--- config.mk ---
export PLATFORM = sky130hd
export DESIGN_NAME = synth_loader
export DESIGN_NICKNAME = d
export VERILOG_FILES = /design/src/rtl/synl_pkg.sv /design/src/rtl/synl_pause.sv /design/src/rtl/synl_trigger.sv /design/src/rtl/synl_seq.sv /design/src/rtl/synth_loader.sv
export SDC_FILE = /design/constraint.sdc
export NUM_CORES = 1
export LEC_CHECK = 0
export ABC_AREA = 1
export BUFFER_PORTS_ARGS = -buffer_cell sky130_fd_sc_hd__clkbuf_2
export CAP_MARGIN = 20
export CORE_MARGIN = 1.5
export CORE_UTILIZATION = 58
export CTS_CLUSTER_DIAMETER = 120
export DETAILED_ROUTE_END_ITERATION = 10
export PLACE_DENSITY = 0.8
export SKIP_CTS_REPAIR_TIMING = 1
export SLEW_MARGIN = 25
export SYNTH_ARGS = -nofsm -noshare
export SYNTH_HDL_FRONTEND = slang
export SYNTH_SLANG_ARGS = --single-unit
--- constraint.sdc ---
create_clock -name clk -period 3.5 [get_ports clk]
set_input_delay 0.7 -clock clk [delete_from_list [all_inputs] [get_ports clk]]
set_output_delay 0.7 -clock clk [all_outputs]
set_load 0.1 [all_outputs]
--- src/rtl/synl_pkg.sv ---
package synl_pkg;

    typedef enum logic [2:0] {
        ST_IDLE,
        ST_LEAD,
        ST_LOW,
        ST_HIGH,
        ST_LATCH,
        ST_GAP
    } seq_state_e;

endpackage

--- src/rtl/synl_pause.sv ---
module synl_pause #(
    parameter int PAUSE_SLOW = 119,
    parameter int PAUSE_MID  = 33,
    parameter int PAUSE_FAST = 1,
    parameter int CNT_W      = $clog2(PAUSE_SLOW + 2)
) (
    input  logic [1:0]       rate_sel,
    output logic [CNT_W-1:0] pause
);

    always_comb begin
        case (rate_sel)
            2'b00:   pause = CNT_W'(PAUSE_SLOW);
            2'b01:   pause = CNT_W'(PAUSE_MID);
            default: pause = CNT_W'(PAUSE_FAST);
        endcase
    end

endmodule

--- src/rtl/synl_trigger.sv ---
module synl_trigger (
    input  logic clk,
    input  logic rst_n,
    input  logic power_on,
    input  logic feat_en,
    input  logic busy,
    output logic start
);

    logic prev_d, prev_q;

    always_comb begin
        prev_d = power_on;
        start  = power_on && !prev_q && feat_en && !busy;
    end

    always_ff @(posedge clk or negedge rst_n) begin
        if (!rst_n) prev_q <= 1'b0;
        else        prev_q <= prev_d;
    end

    AST_START_BUSY: assert property (@(posedge clk) disable iff (!rst_n)
        start |=> busy);

endmodule

--- src/rtl/synl_seq.sv ---
module synl_seq
    import synl_pkg::*;
#(
    parameter int WORD_W      = 24,
    parameter int CNT_W       = 7,
    parameter int STRETCH_IDX = 12
) (
    input  logic              clk,
    input  logic              rst_n,
    input  logic              tick,
    input  logic              start,
    input  logic              power_on,
    input  logic [CNT_W-1:0]  pause,
    input  logic [WORD_W-1:0] word_a,
    input  logic [WORD_W-1:0] word_b,
    output logic              ser_data,
    output logic              ser_clk,
    output logic              latch_en,
    output logic              osc_en,
    output logic              busy,
    output logic              done
);

    localparam int IDX_W = $clog2(WORD_W);
    localparam logic [IDX_W-1:0] LAST_IDX    = IDX_W'(WORD_W - 1);
    localparam logic [IDX_W-1:0] STRETCH_POS = IDX_W'(STRETCH_IDX);

    typedef struct packed {
        seq_state_e        state;
        logic [IDX_W-1:0]  sent;
        logic              second;
        logic [CNT_W-1:0]  cnt;
        logic [CNT_W-1:0]  pause;
        logic [WORD_W-1:0] shreg;
        logic [WORD_W-1:0] hold_b;
        logic              sdata;
        logic              sclk;
        logic              latch;
        logic              osc;
        logic              done;
    } seq_regs_t;

    seq_regs_t r_d, r_q;
    logic [CNT_W-1:0] low_len;
    logic [CNT_W-1:0] cnt_inc;

    always_comb begin
        low_len = (r_q.sent == STRETCH_POS) ? CNT_W'(r_q.pause + 1'b1) : CNT_W'(1);
        cnt_inc = CNT_W'(r_q.cnt + 1'b1);
        r_d      = r_q;
        r_d.done = 1'b0;

        if (start) begin
            r_d.state  = ST_LEAD;
            r_d.shreg  = word_a;
            r_d.hold_b = word_b;
            r_d.pause  = pause;
            r_d.second = 1'b0;
            r_d.osc    = 1'b1;
            r_d.sdata  = 1'b0;
            r_d.sclk   = 1'b0;
            r_d.latch  = 1'b0;
        end else if (r_q.state == ST_IDLE) begin
            if (!power_on) r_d.osc = 1'b0;
        end else if (tick) begin
            case (r_q.state)
                ST_LEAD: begin
                    r_d.state = ST_LOW;
                    r_d.sent  = '0;
                    r_d.cnt   = '0;
                    r_d.sdata = r_q.shreg[WORD_W-1];
                end
                ST_LOW: begin
                    if (cnt_inc >= low_len) begin
                        r_d.state = ST_HIGH;
                        r_d.sclk  = 1'b1;
                        r_d.cnt   = '0;
                    end else begin
                        r_d.cnt = cnt_inc;
                    end
                end
                ST_HIGH: begin
                    r_d.sclk = 1'b0;
                    if (r_q.sent == LAST_IDX) begin
                        r_d.state = ST_LATCH;
                        r_d.latch = 1'b1;
                        r_d.sdata = 1'b0;
                    end else begin
                        r_d.state = ST_LOW;
                        r_d.sent  = r_q.sent + 1'b1;
                        r_d.shreg = {r_q.shreg[WORD_W-2:0], 1'b0};
                        r_d.sdata = r_q.shreg[WORD_W-2];
                    end
                end
                ST_LATCH: begin
                    r_d.latch = 1'b0;
                    if (!r_q.second) begin
                        r_d.state = ST_GAP;
                        r_d.cnt   = '0;
                    end else begin
                        r_d.state = ST_IDLE;
                        r_d.done  = 1'b1;
                    end
                end
                ST_GAP: begin
                    if (cnt_inc >= CNT_W'(r_q.pause + 1'b1)) begin
                        r_d.state  = ST_LOW;
                        r_d.second = 1'b1;
                        r_d.shreg  = r_q.hold_b;
                        r_d.sdata  = r_q.hold_b[WORD_W-1];
                        r_d.sent   = '0;
                        r_d.cnt    = '0;
                    end else begin
                        r_d.cnt = cnt_inc;
                    end
                end
                default: r_d.state = ST_IDLE;
            endcase
        end
    end

    always_ff @(posedge clk or negedge rst_n) begin
        if (!rst_n) begin
            r_q       <= '0;
            r_q.state <= ST_IDLE;
        end else begin
            r_q <= r_d;
        end
    end

    assign ser_data = r_q.sdata;
    assign ser_clk  = r_q.sclk;
    assign latch_en = r_q.latch;
    assign osc_en   = r_q.osc;
    assign busy     = (r_q.state != ST_IDLE);
    assign done     = r_q.done;

    AST_LATCH_CLK_LOW: assert property (@(posedge clk) disable iff (!rst_n)
        latch_en |-> !ser_clk);

    AST_DATA_STEADY_RISE: assert property (@(posedge clk) disable iff (!rst_n)
        $rose(ser_clk) |-> $stable(ser_data));

    AST_OSC_WHILE_BUSY: assert property (@(posedge clk) disable iff (!rst_n)
        busy |-> osc_en);

    AST_DONE_SINGLE: assert property (@(posedge clk) disable iff (!rst_n)
        done |=> !done);

    AST_HOLD_NO_TICK: assert property (@(posedge clk) disable iff (!rst_n)
        (!tick && busy) |=> ($stable(ser_clk) && $stable(latch_en)));

endmodule

--- src/rtl/synth_loader.sv ---
module synth_loader #(
    parameter int WORD_W      = 24,
    parameter int STRETCH_IDX = 12,
    parameter int PAUSE_SLOW  = 119,
    parameter int PAUSE_MID   = 33,
    parameter int PAUSE_FAST  = 1
) (
    input  logic              clk,
    input  logic              rst_n,
    input  logic              tick,
    input  logic              power_on,
    input  logic              feat_en,
    input  logic [1:0]        rate_sel,
    input  logic [WORD_W-1:0] word_a,
    input  logic [WORD_W-1:0] word_b,
    output logic              ser_data,
    output logic              ser_clk,
    output logic              latch_en,
    output logic              osc_en,
    output logic              busy,
    output logic              done
);

    localparam int CNT_W = $clog2(PAUSE_SLOW + 2);

    logic             start;
    logic [CNT_W-1:0] pause;

    synl_trigger u_trig (
        .clk      (clk),
        .rst_n    (rst_n),
        .power_on (power_on),
        .feat_en  (feat_en),
        .busy     (busy),
        .start    (start)
    );

    synl_pause #(
        .PAUSE_SLOW (PAUSE_SLOW),
        .PAUSE_MID  (PAUSE_MID),
        .PAUSE_FAST (PAUSE_FAST),
        .CNT_W      (CNT_W)
    ) u_pause (
        .rate_sel (rate_sel),
        .pause    (pause)
    );

    synl_seq #(
        .WORD_W      (WORD_W),
        .CNT_W       (CNT_W),
        .STRETCH_IDX (STRETCH_IDX)
    ) u_seq (
        .clk      (clk),
        .rst_n    (rst_n),
        .tick     (tick),
        .start    (start),
        .power_on (power_on),
        .pause    (pause),
        .word_a   (word_a),
        .word_b   (word_b),
        .ser_data (ser_data),
        .ser_clk  (ser_clk),
        .latch_en (latch_en),
        .osc_en   (osc_en),
        .busy     (busy),
        .done     (done)
    );

endmodule

==> key figures, run 1 <==
Clock tree
  • CTS tree: yes
  • Clock Latency Late Sink: 0.34 ns
  • Num CTS Buffers: 9
  • H-Tree Depth: 3
  • Worst-path clk slew: 0.08 ns
  • Root cell of the clock tree: clkbuf_8
  • Clock Sinks: 73
  • Clk buf depth: 2

Placement
  • Number of I/O port buffers: 60
  • DP HPWL: 6.334 mm
  • Post-Place Cells: 691
  • Routability Congestion: 0.9038
  • Post-DP Area: 0.004462 mm²

STA
  • Setup TNS: 0 ns
  • Final Cycle Share: 79.76%
  • Final Critical Period: 2.792 ns
  • Worst Tran Pin Value: 0.8349 ns
  • RSZ-0062 raised after global routing: false
  • Count of final max-slew check failures: 0
  • Fin. Hold Viols: 0
  • Slew HR: 44.34%
  • Worst Skew: 0.005734 ns
  • Final setup violation count: 0
  • Highest Clock Rate: 358.2 MHz
  • Hold Slack: 0.4590 ns

Worst setup path
  • Slowest cell on crit path: dfrtp_1
  • Worst R2R End: u_seq.r_q[44]$_DFFE_PN0P_
  • Worst r2r src: u_seq.r_q[60]$_DFFE_PN0P_
  • Critical Path Max Stage Delay: 0.45 ns
  • Required time worst endpoint: 3.71 ns
  • R2R Setup Slk: 0.71 ns
  • Crit path arrival time: 3.00 ns
  • CP max FO: 25
  • CP endpoint kind: flop
  • R2R depth: 15
  • Crit path max-delay family: simple AND/OR/NAND/NOR gates
  • Crit path buffers/inverters: 2
  • Crit path cell chain: ha_1, nand2_1, inv_1, nand3_1, xor2_1, inv_1, ha_1, o21a_1, nand2_1, nor2_2, nand2_2, nand3_4, nand3_4, nand2_4, o21ai_0
  • Crit path launch type: flop
  • Kind of critical path: flop to flop

Floorplan
  • Die Span X: 87 µm
  • Core area: 0.006794 mm²
  • Initial core utilization: 60.24%
  • # IOs: 61
  • Row count: 30
  • Die Y: 87 µm
  • Die area: 0.007569 mm²

Cells and area
  • Layout cells sized above 1: 16.53%
  • Nets: 676
  • Finished Layout Cells: 707
  • Post-route cell area: 0.004669 mm²
  • Ant diodes: 0
  • # fillers: 590
  • Area grow syn2layout: 14.09%

Detailed routing
  • Drt total wl: 8.762 mm
  • DRC viols: 0
  • Via/cell ratio: 5.165
  • Iteration count of the initial detailed-routing pass: 5
  • Final ANT Viol Nets: 0
  • DR iter-0 viols: 302
  • Vias post-DR: 3652
  • Wirelength per Cell: 12.39 µm

Power
  • Pleak: 2.546 nW
  • IR drop worst, VDD: 0.3281 mV
  • P per Cell Area: 695.2 mW/mm²

Status
  • Status: completed

Yosys
  • YS warnings: 0
  • Synth Instances: 550
  • Seq cells post-synth: 73
  • Synth cell types: 37
  • Seq/Total Area, Yosys: 44.63%
  • Syn avg cell area: 7.441 µm²
  • Mapped Area: 0.004093 mm²
  • Syn Nets: 620

Job
  • Max Cap Violations: 0

Min path
  • Worst hold path class: input pin to asynchronous set/reset pin

GRT
  • Initial antenna violation count: 0
  • Gr ovfl total: 0
  • Pin count of the biggest net entering global routing: 88
  • Vias in the first global route: 3568
  • Total track usage: 25.73%
  • Global-route wire length before repair: 15.44 mm
==> metrics by stage <==
step	util (%)	total power, mW	worst slack (ns)
after CTS	68.73	3.260	0.7100
final	68.73	3.246	0.7085
after global placement	65.67	2.513	0.8264
after global routing	68.73	3.488	0.4311
after floorplan	-	2.275	1.232
after detailed placement	65.67	2.564	0.7419
==> cell usage in the layout (no fill, tap or decap), types with 12 or more instances in the layout <==
cell      count
nand2_1     228
dfrtp_1      73
clkbuf_2     59
nand3_1      54
inv_1        44
nor2_1       35
o21ai_0      18
a31oi_1      15
ha_1         15
clkbuf_8     12
==> how the worst max path moves through the flow <==
| stage | start | slack (ns) | to | depth (start not counted) |
|---|---|---|---|---|
| 6_report | u_seq.r_q[60]$_DFFE_PN0P_ | 0.71 | u_seq.r_q[44]$_DFFE_PN0P_ | 15 |
| 5_1_grt | u_seq.r_q[60]$_DFFE_PN0P_ | 0.43 | u_seq.r_q[29]$_DFFE_PN0P_ | 16 |
| 4_1_cts | u_seq.r_q[60]$_DFFE_PN0P_ | 0.71 | u_seq.r_q[44]$_DFFE_PN0P_ | 15 |
| 3_5_place_dp | u_seq.r_q[60]$_DFFE_PN0P_ | 0.74 | u_seq.r_q[44]$_DFFE_PN0P_ | 15 |
| 3_3_place_gp | u_seq.r_q[60]$_DFFE_PN0P_ | 0.83 | u_seq.r_q[44]$_DFFE_PN0P_ | 15 |
| 2_1_floorplan | u_seq.r_q[60]$_DFFE_PN0P_ | 1.23 | u_seq.r_q[48]$_DFFE_PN0P_ | 16 |
==> registers in the layout (all words and copies together) (netlist names) <==
signal and flops:
u_seq.done 1, u_seq.latch_en 1, u_seq.osc_en 1, u_seq.r_q 67, u_seq.ser_clk 1, u_seq.ser_data 1, u_trig.prev_q 1
==> where the power goes <==
part,total (mW),internal (mW),switching (mW)
clock network,0.691,0.388,0.303
registers,1.33,1.15,0.181
logic,1.22,0.400,0.823
total,3.25,1.94,1.31
==> layer usage <==
| layer | share of wire [%] | track usage [%] | up-vias |
|---|---|---|---|
| met2 | 48 | 44.26 | 126 |
| met5 | 0 | 0 | - |
| met3 | 4.8 | 3.507 | 16 |
| li1 | - | - | 1864 |
| met4 | 1.7 | 10.70 | 0 |
| met1 | 45 | 32.57 | 1646 |
==> cell families after synthesis <==
kind of cell	count (synthesis)	synth area share, %
flops	73	44.63
fa+ha+maj	15	4.586
buf+inv	67	7.093
xor+xnor	4	0.8562
compound gates	52	7.918
simple gates	339	34.91
==> cell usage after synthesis <==
master | count | area (µm²)
nand2_1 | 228 | 855.8
dfrtp_1 | 73 | 1827
nand3_1 | 54 | 270.3
inv_1 | 44 | 165.2
nor2_1 | 35 | 131.4
o21ai_0 | 18 | 90.09
a31oi_1 | 15 | 93.84
ha_1 | 15 | 187.7
buf_2 | 10 | 50.05
a21oi_1 | 6 | 30.03
a2bb2oi_1 | 6 | 52.55
nand2_2 | 6 | 37.54
clkbuf_1 | 4 | 15.01
nor2_2 | 4 | 25.02
inv_2 | 3 | 11.26
nor3_1 | 3 | 15.01
xor2_1 | 3 | 26.28
buf_1 | 2 | 7.510
nand3_4 | 2 | 35.03
or2_2 | 2 | 12.51
a22oi_1 | 1 | 7.510
a31oi_2 | 1 | 12.51
buf_4 | 1 | 7.510
buf_6 | 1 | 11.26
buf_8 | 1 | 15.01
clkbuf_4 | 1 | 7.510
nand2_4 | 1 | 11.26
nand3_2 | 1 | 10.01
nand3b_1 | 1 | 7.510
nand4_1 | 1 | 6.260
nor2_4 | 1 | 11.26
o211ai_1 | 1 | 7.510
o21a_1 | 1 | 7.510
o21ai_1 | 1 | 5.000
o21bai_2 | 1 | 11.26
o22ai_1 | 1 | 6.260
xnor2_1 | 1 | 8.760
==> area by class of cell <==
cell class	instances	area, µm²	share of cell area, %
clock buffer	14	172.7	3.698
clock inverter	2	35.03	0.7503
inverter	47	176.4	3.778
multi-input combinational	410	1976	42.31
sequential	73	1827	39.12
tap	96	120.1	2.572
timing repair buffer	65	362.8	7.771
==> worst reg2reg max path, cell delays in order (launching register included) <==
cell and delay, ns:
dfrtp_1 0.45, ha_1 0.24, nand2_1 0.09, inv_1 0.05, nand3_1 0.07, xor2_1 0.14
inv_1 0.09, ha_1 0.32, o21a_1 0.15, nand2_1 0.07, nor2_2 0.10, nand2_2 0.08
nand3_4 0.10, nand3_4 0.26, nand2_4 0.35, o21ai_0 0.12
Power figures use the tool's default switching activity.
==> run 2, diff against run 1 <==
--- a/config.mk
+++ b/config.mk
@@ -5,14 +5,14 @@
 export SDC_FILE = /design/constraint.sdc
 export NUM_CORES = 1
 export LEC_CHECK = 0
-export ABC_AREA = 1
+export ABC_AREA = 0
 export BUFFER_PORTS_ARGS = -buffer_cell sky130_fd_sc_hd__clkbuf_2
 export CAP_MARGIN = 20
 export CORE_MARGIN = 1.5
-export CORE_UTILIZATION = 58
+export CORE_UTILIZATION = 57
 export CTS_CLUSTER_DIAMETER = 120
 export DETAILED_ROUTE_END_ITERATION = 10
-export PLACE_DENSITY = 0.8
+export PLACE_DENSITY = 0.79
 export SKIP_CTS_REPAIR_TIMING = 1
 export SLEW_MARGIN = 25
 export SYNTH_ARGS = -nofsm -noshare
==> constraint.sdc (replaced) <==
create_clock -name clk -period 2.6 [get_ports clk]
set_input_delay 0.52 -clock clk [delete_from_list [all_inputs] [get_ports clk]]
set_output_delay 0.52 -clock clk [all_outputs]
set_load 0.1 [all_outputs]
==> run 2 against run 1 <==
Against the previous run: critical path type unchanged; critical path depth is 4 lower; critical endpoint is now u_seq.r_q[48]$_DFFE_PN0P_; utilization is 7.9 points higher; highest routed layer unchanged; the flow now finishes with violations (negative setup slack); wire length is 17% higher; largest power group unchanged; via count is 1.1% higher; clock-buffer cell count is 4 lower; largest cell class unchanged.
==> key figures, run 2 <==
Status
  • Status: complete, but fails checks (was completed)
  • Failing checks: negative setup slack

Min path
  • Worst hold path class: input pin to asynchronous set/reset pin (unchanged)

Yosys
  • Syn avg cell area: 8.535 µm² (was 7.441 µm²)
  • Seq/Total Area, Yosys: 44.40% (was 44.63%)
  • Main synth FF type: dfrtp_1 (unchanged)
  • Largest cells by area after synthesis: dfrtp_1, nand2_1, nor2_1, mux2i_1, ha_1 (was dfrtp_1, nand2_1, nand3_1, ha_1, inv_1)
  • YS warnings: 0 (unchanged)
  • Largest area contributor in the netlist: dfrtp_1 (unchanged)
  • Synth Instances: 482 (was 550)
  • Post-synth top cells: nand2_1, nor2_1, dfrtp_1 (was nand2_1, dfrtp_1, nand3_1)
  • Most frequent cell after synthesis: nand2_1 (unchanged)
  • Share of the synthesized area in the top cell type: 44.40% (was 44.63%)
  • Number of synthesized flops with an enable pin: 0 (unchanged)
  • Multiplexer share of the synthesized area: 6.630% (was 0%)
  • Seq cells post-synth: 73 (unchanged)
  • FFs w/ async S/R, synth: 100.0% (unchanged)
  • Post-synthesis adder-cell area fraction: 4.562% (was 4.586%)
  • Main combinational cell family by area after synthesis: simple AND/OR/NAND/NOR gates (unchanged)
  • Syn Nets: 552 (was 620)
  • Simple-Gate Fraction of Synth Area: 26.28% (was 34.91%)
  • Synth cell types: 56 (was 37)
  • Mapped Area: 0.004114 mm² (was 0.004093 mm²)
  • Post-synthesis xor/xnor area fraction: 1.399% (was 0.8560%)
  • Post-synthesis compound-gate area fraction: 12.50% (was 7.918%)

Worst setup path
  • CP endpoint kind: flop (unchanged)
  • CP max FO: 8 (was 25)
  • Critical Path Max Stage Delay: 0.39 ns (was 0.45 ns)
  • Slowest cell on crit path: dfrtp_1 (unchanged)
  • Worst R2R End: u_seq.r_q[48]$_DFFE_PN0P_ (was u_seq.r_q[44]$_DFFE_PN0P_)
  • R2R depth: 11 (was 15)
  • Crit path arrival time: 3.00 ns (about the same)
  • Crit path cell chain: ha_4, nand3_4, xnor2_4, ha_4, nor4b_4, a311oi_4, a311oi_4, o21ai_4, clkbuf_16, mux2i_1, o21ai_1 (was ha_1, nand2_1, inv_1, nand3_1, xor2_1, inv_1, ha_1, o21a_1, nand2_1, nor2_2, nand2_2, nand3_4, nand3_4, nand2_4, o21ai_0)
  • Worst r2r src: u_seq.r_q[61]$_DFFE_PN0P_ (was u_seq.r_q[60]$_DFFE_PN0P_)
  • R2R Setup Slk: -0.19 ns (was 0.71 ns)
  • Crit path launch type: flop (unchanged)
  • CP Launch Point: u_seq.r_q[61]$_DFFE_PN0P_ (was u_seq.r_q[60]$_DFFE_PN0P_)
  • Kind of critical path: flop to flop (unchanged)
  • Required time worst endpoint: 2.81 ns (was 3.71 ns)

STA
  • RSZ-0062 raised after global routing: true (was false)
  • Setup ws final: -0.1895 ns (was 0.7085 ns)
  • Worst Tran Pin Value: 0.6169 ns (was 0.8349 ns)
  • Count of final max-slew check failures: 0 (unchanged)
  • Final setup violation count: 37 (was 0)
  • Final Critical Period: 2.789 ns (was 2.792 ns)
  • Final Cycle Share: 107.3% (was 79.76%)
  • Worst Skew: 0.01016 ns (was 0.005734 ns)
  • Slew HR: 58.87% (was 44.34%)
  • Highest Clock Rate: 358.5 MHz (was 358.2 MHz)
  • Hold Slack: 0.1397 ns (was 0.4590 ns)
  • Fin. Hold Viols: 0 (unchanged)

Power
  • Switching Share: 37.63% (was 40.27%)
  • IR drop worst, VDD: 0.6581 mV (was 0.3281 mV)
  • Clock share of power: 22.0% (was 21.3%)
  • P per Cell Area: 862.8 mW/mm² (was 695.2 mW/mm²)
  • Internal power: 2.833 mW (was 1.939 mW)
  • Comb power frac: 38.7% (was 37.7%)
  • Pleak: 2.691 nW (was 2.546 nW)
  • Seq pwr share: 39.3% (was 41.0%)
  • Final Power: 4.543 mW (was 3.246 mW)
  • Switch Pwr: 1.710 mW (was 1.307 mW)

Cells and area
  • Layout cells sized above 1: 27.66% (was 16.53%)
  • Most frequent cells in the layout: nand2_1, nor2_1, dfrtp_1, clkbuf_2, buf_4 (was nand2_1, dfrtp_1, clkbuf_2, nand3_1, inv_1)
  • Commonest non-fill, non-tap cell in the layout: nand2_1 (unchanged)
  • Footprint of the multi-input gates: 0.002416 mm² (was 0.001976 mm²)
  • Biggest register: u_seq.r_q (unchanged)
  • Register Area: 0.001829 mm² (was 0.001827 mm²)
  • # fillers: 485 (was 590)
  • Largest register FFs: 67 (unchanged)
  • Ant diodes: 0 (unchanged)
  • Area grow syn2layout: 27.98% (was 14.09%)
  • Nets: 631 (was 676)

Floorplan
  • # IOs: 61 (unchanged)
  • Die Span X: 87.96 µm (was 87 µm)
  • Initial core utilization: 59.89% (was 60.24%)
  • Core area: 0.006869 mm² (was 0.006794 mm²)
  • Die Y: 87.96 µm (was 87 µm)
  • Die area: 0.007736 mm² (was 0.007569 mm²)
  • Row count: 30 (unchanged)

GRT
  • Initial antenna violation count: 0 (unchanged)
  • Gr ovfl total: 0 (unchanged)
  • Vias in the first global route: 3511 (was 3568)
  • Total track usage: 26.90% (was 25.73%)
  • Pin count of the biggest net entering global routing: 75 (was 88)
  • Global-route wire length before repair: 16.20 mm (was 15.44 mm)

Detailed routing
  • Met2 Routed Length: 5.023 mm (was 4.235 mm)
  • Wirelength per Cell: 15.49 µm (was 12.39 µm)
  • Final ANT Viol Nets: 0 (unchanged)
  • Drt total wl: 10.22 mm (was 8.762 mm)
  • DR iter-0 viols: 196 (was 302)
  • Iteration count of the initial detailed-routing pass: 5 (unchanged)
  • Via/cell ratio: 5.595 (was 5.165)
  • WL met3: 517 µm (was 422 µm)
  • Metal-1 WL: 4.474 mm (was 3.952 mm)
  • Vias post-DR: 3693 (was 3652)
  • DRC viols: 0 (unchanged)
  • Topmost layer with routed signal wires: met4 (unchanged)

Job
  • Max Cap Violations: 0 (unchanged)

Clock tree
  • H-Tree Depth: 3 (unchanged)
  • Num CTS Buffers: 9 (unchanged)
  • Clock Sinks: 73 (unchanged)
  • Clk buf depth: 2 (unchanged)
  • Root cell of the clock tree: clkbuf_8 (unchanged)
  • CTS tree: yes (unchanged)
  • Worst-path clk slew: 0.08 ns (about the same)
  • Clock Latency Late Sink: 0.35 ns (was 0.34 ns)

Placement
  • Routability Congestion: 0.9108 (was 0.9038)
  • DP HPWL: 6.680 mm (was 6.334 mm)
  • Number of I/O port buffers: 60 (unchanged)
run 2: cell count changes in the layout (fill, tap and decap cells not counted), sizes merged, moves of 6 or more:
cell	before	now
a2bb2oi	6	0
a31oi	16	1
buf	6	34
inv	47	12
mux2i	0	25
nand2	235	123
nand3	57	7
nor2	40	84
o21ai	19	36
run 2: stage by stage:
| stage | setup WS, ns | cells | util, % | cell area, µm² | TNS, ns |
|---|---|---|---|---|---|
| after floorplan | -0.08230 | 482 | - | 4185 | -1.584 |
| after global placement | -0.1208 | 642 | 69.11 | 4747 | -2.650 |
| after detailed placement | -0.2448 | 642 | 69.11 | 4747 | -5.904 |
| after CTS | -0.2657 | 656 | 72.24 | 4962 | -7.246 |
| after global routing | -0.2694 | 660 | 76.65 | 5265 | -8.318 |
| final | -0.1895 | 660 | 76.65 | 5265 | -3.824 |
run 2: layer usage:
| layer | up-vias | GRT usage (%) |
|---|---|---|
| met5 | - | 0 |
| met3 | 25 | 6.692 |
| met4 | 0 | 9.091 |
| met1 | 1768 | 36.59 |
| li1 | 1778 | - |
| met2 | 122 | 42.12 |
run 2: worst max path at each step:
stage / endpoint / slack, ns
after floorplan: u_seq.r_q[34]$_DFFE_PN0P_ / -0.08
after global placement: u_seq.r_q[60]$_DFFE_PN0P_ / -0.12
after detailed placement: u_seq.r_q[60]$_DFFE_PN0P_ / -0.24
after CTS: u_seq.r_q[60]$_DFFE_PN0P_ / -0.27
after global routing: u_seq.r_q[48]$_DFFE_PN0P_ / -0.27
final: u_seq.r_q[48]$_DFFE_PN0P_ / -0.19
run 2: critical path, delay by kind of cell (launching register included):
family / cells / cell delay, ns
mux: 1 / 0.21
buf+inv: 1 / 0.24
fa+ha+maj: 2 / 0.43
xor+xnor: 1 / 0.21
compound gates: 4 / 0.92
simple gates: 2 / 0.26
flops: 1 / 0.39
run 2: layout make-up:
type | count | share of cell area (%)
Multi-Input combinational cell | 371 | 45.89
Tap cell | 96 | 2.281
Clock buffer | 10 | 2.614
Clock inverter | 4 | 1.473
Timing Repair Buffer | 95 | 12.21
Sequential cell | 73 | 34.74
Inverter | 11 | 0.7842
run 2: power by group through the flow:
stage / Clock (mW) / Sequential (mW) / Combinational (mW)
after global placement: 0 / 1.77 / 1.47
after detailed placement: 0 / 1.78 / 1.53
final: 0.999 / 1.79 / 1.76
after global routing: 1.06 / 1.83 / 1.94
after CTS: 1.01 / 1.76 / 1.54
after floorplan: 0 / 1.88 / 1.02
run 2: cell families (layout without fill, tap and decap cells):
| kind of cell | Yosys count | count (layout) |
|---|---|---|
| simple gates | 251 | 251 |
| compound gates | 73 | 73 |
| flops | 73 | 73 |
| buf+inv | 38 | 120 |
| mux | 27 | 27 |
| fa+ha+maj | 15 | 15 |
| xor+xnor | 5 | 5 |
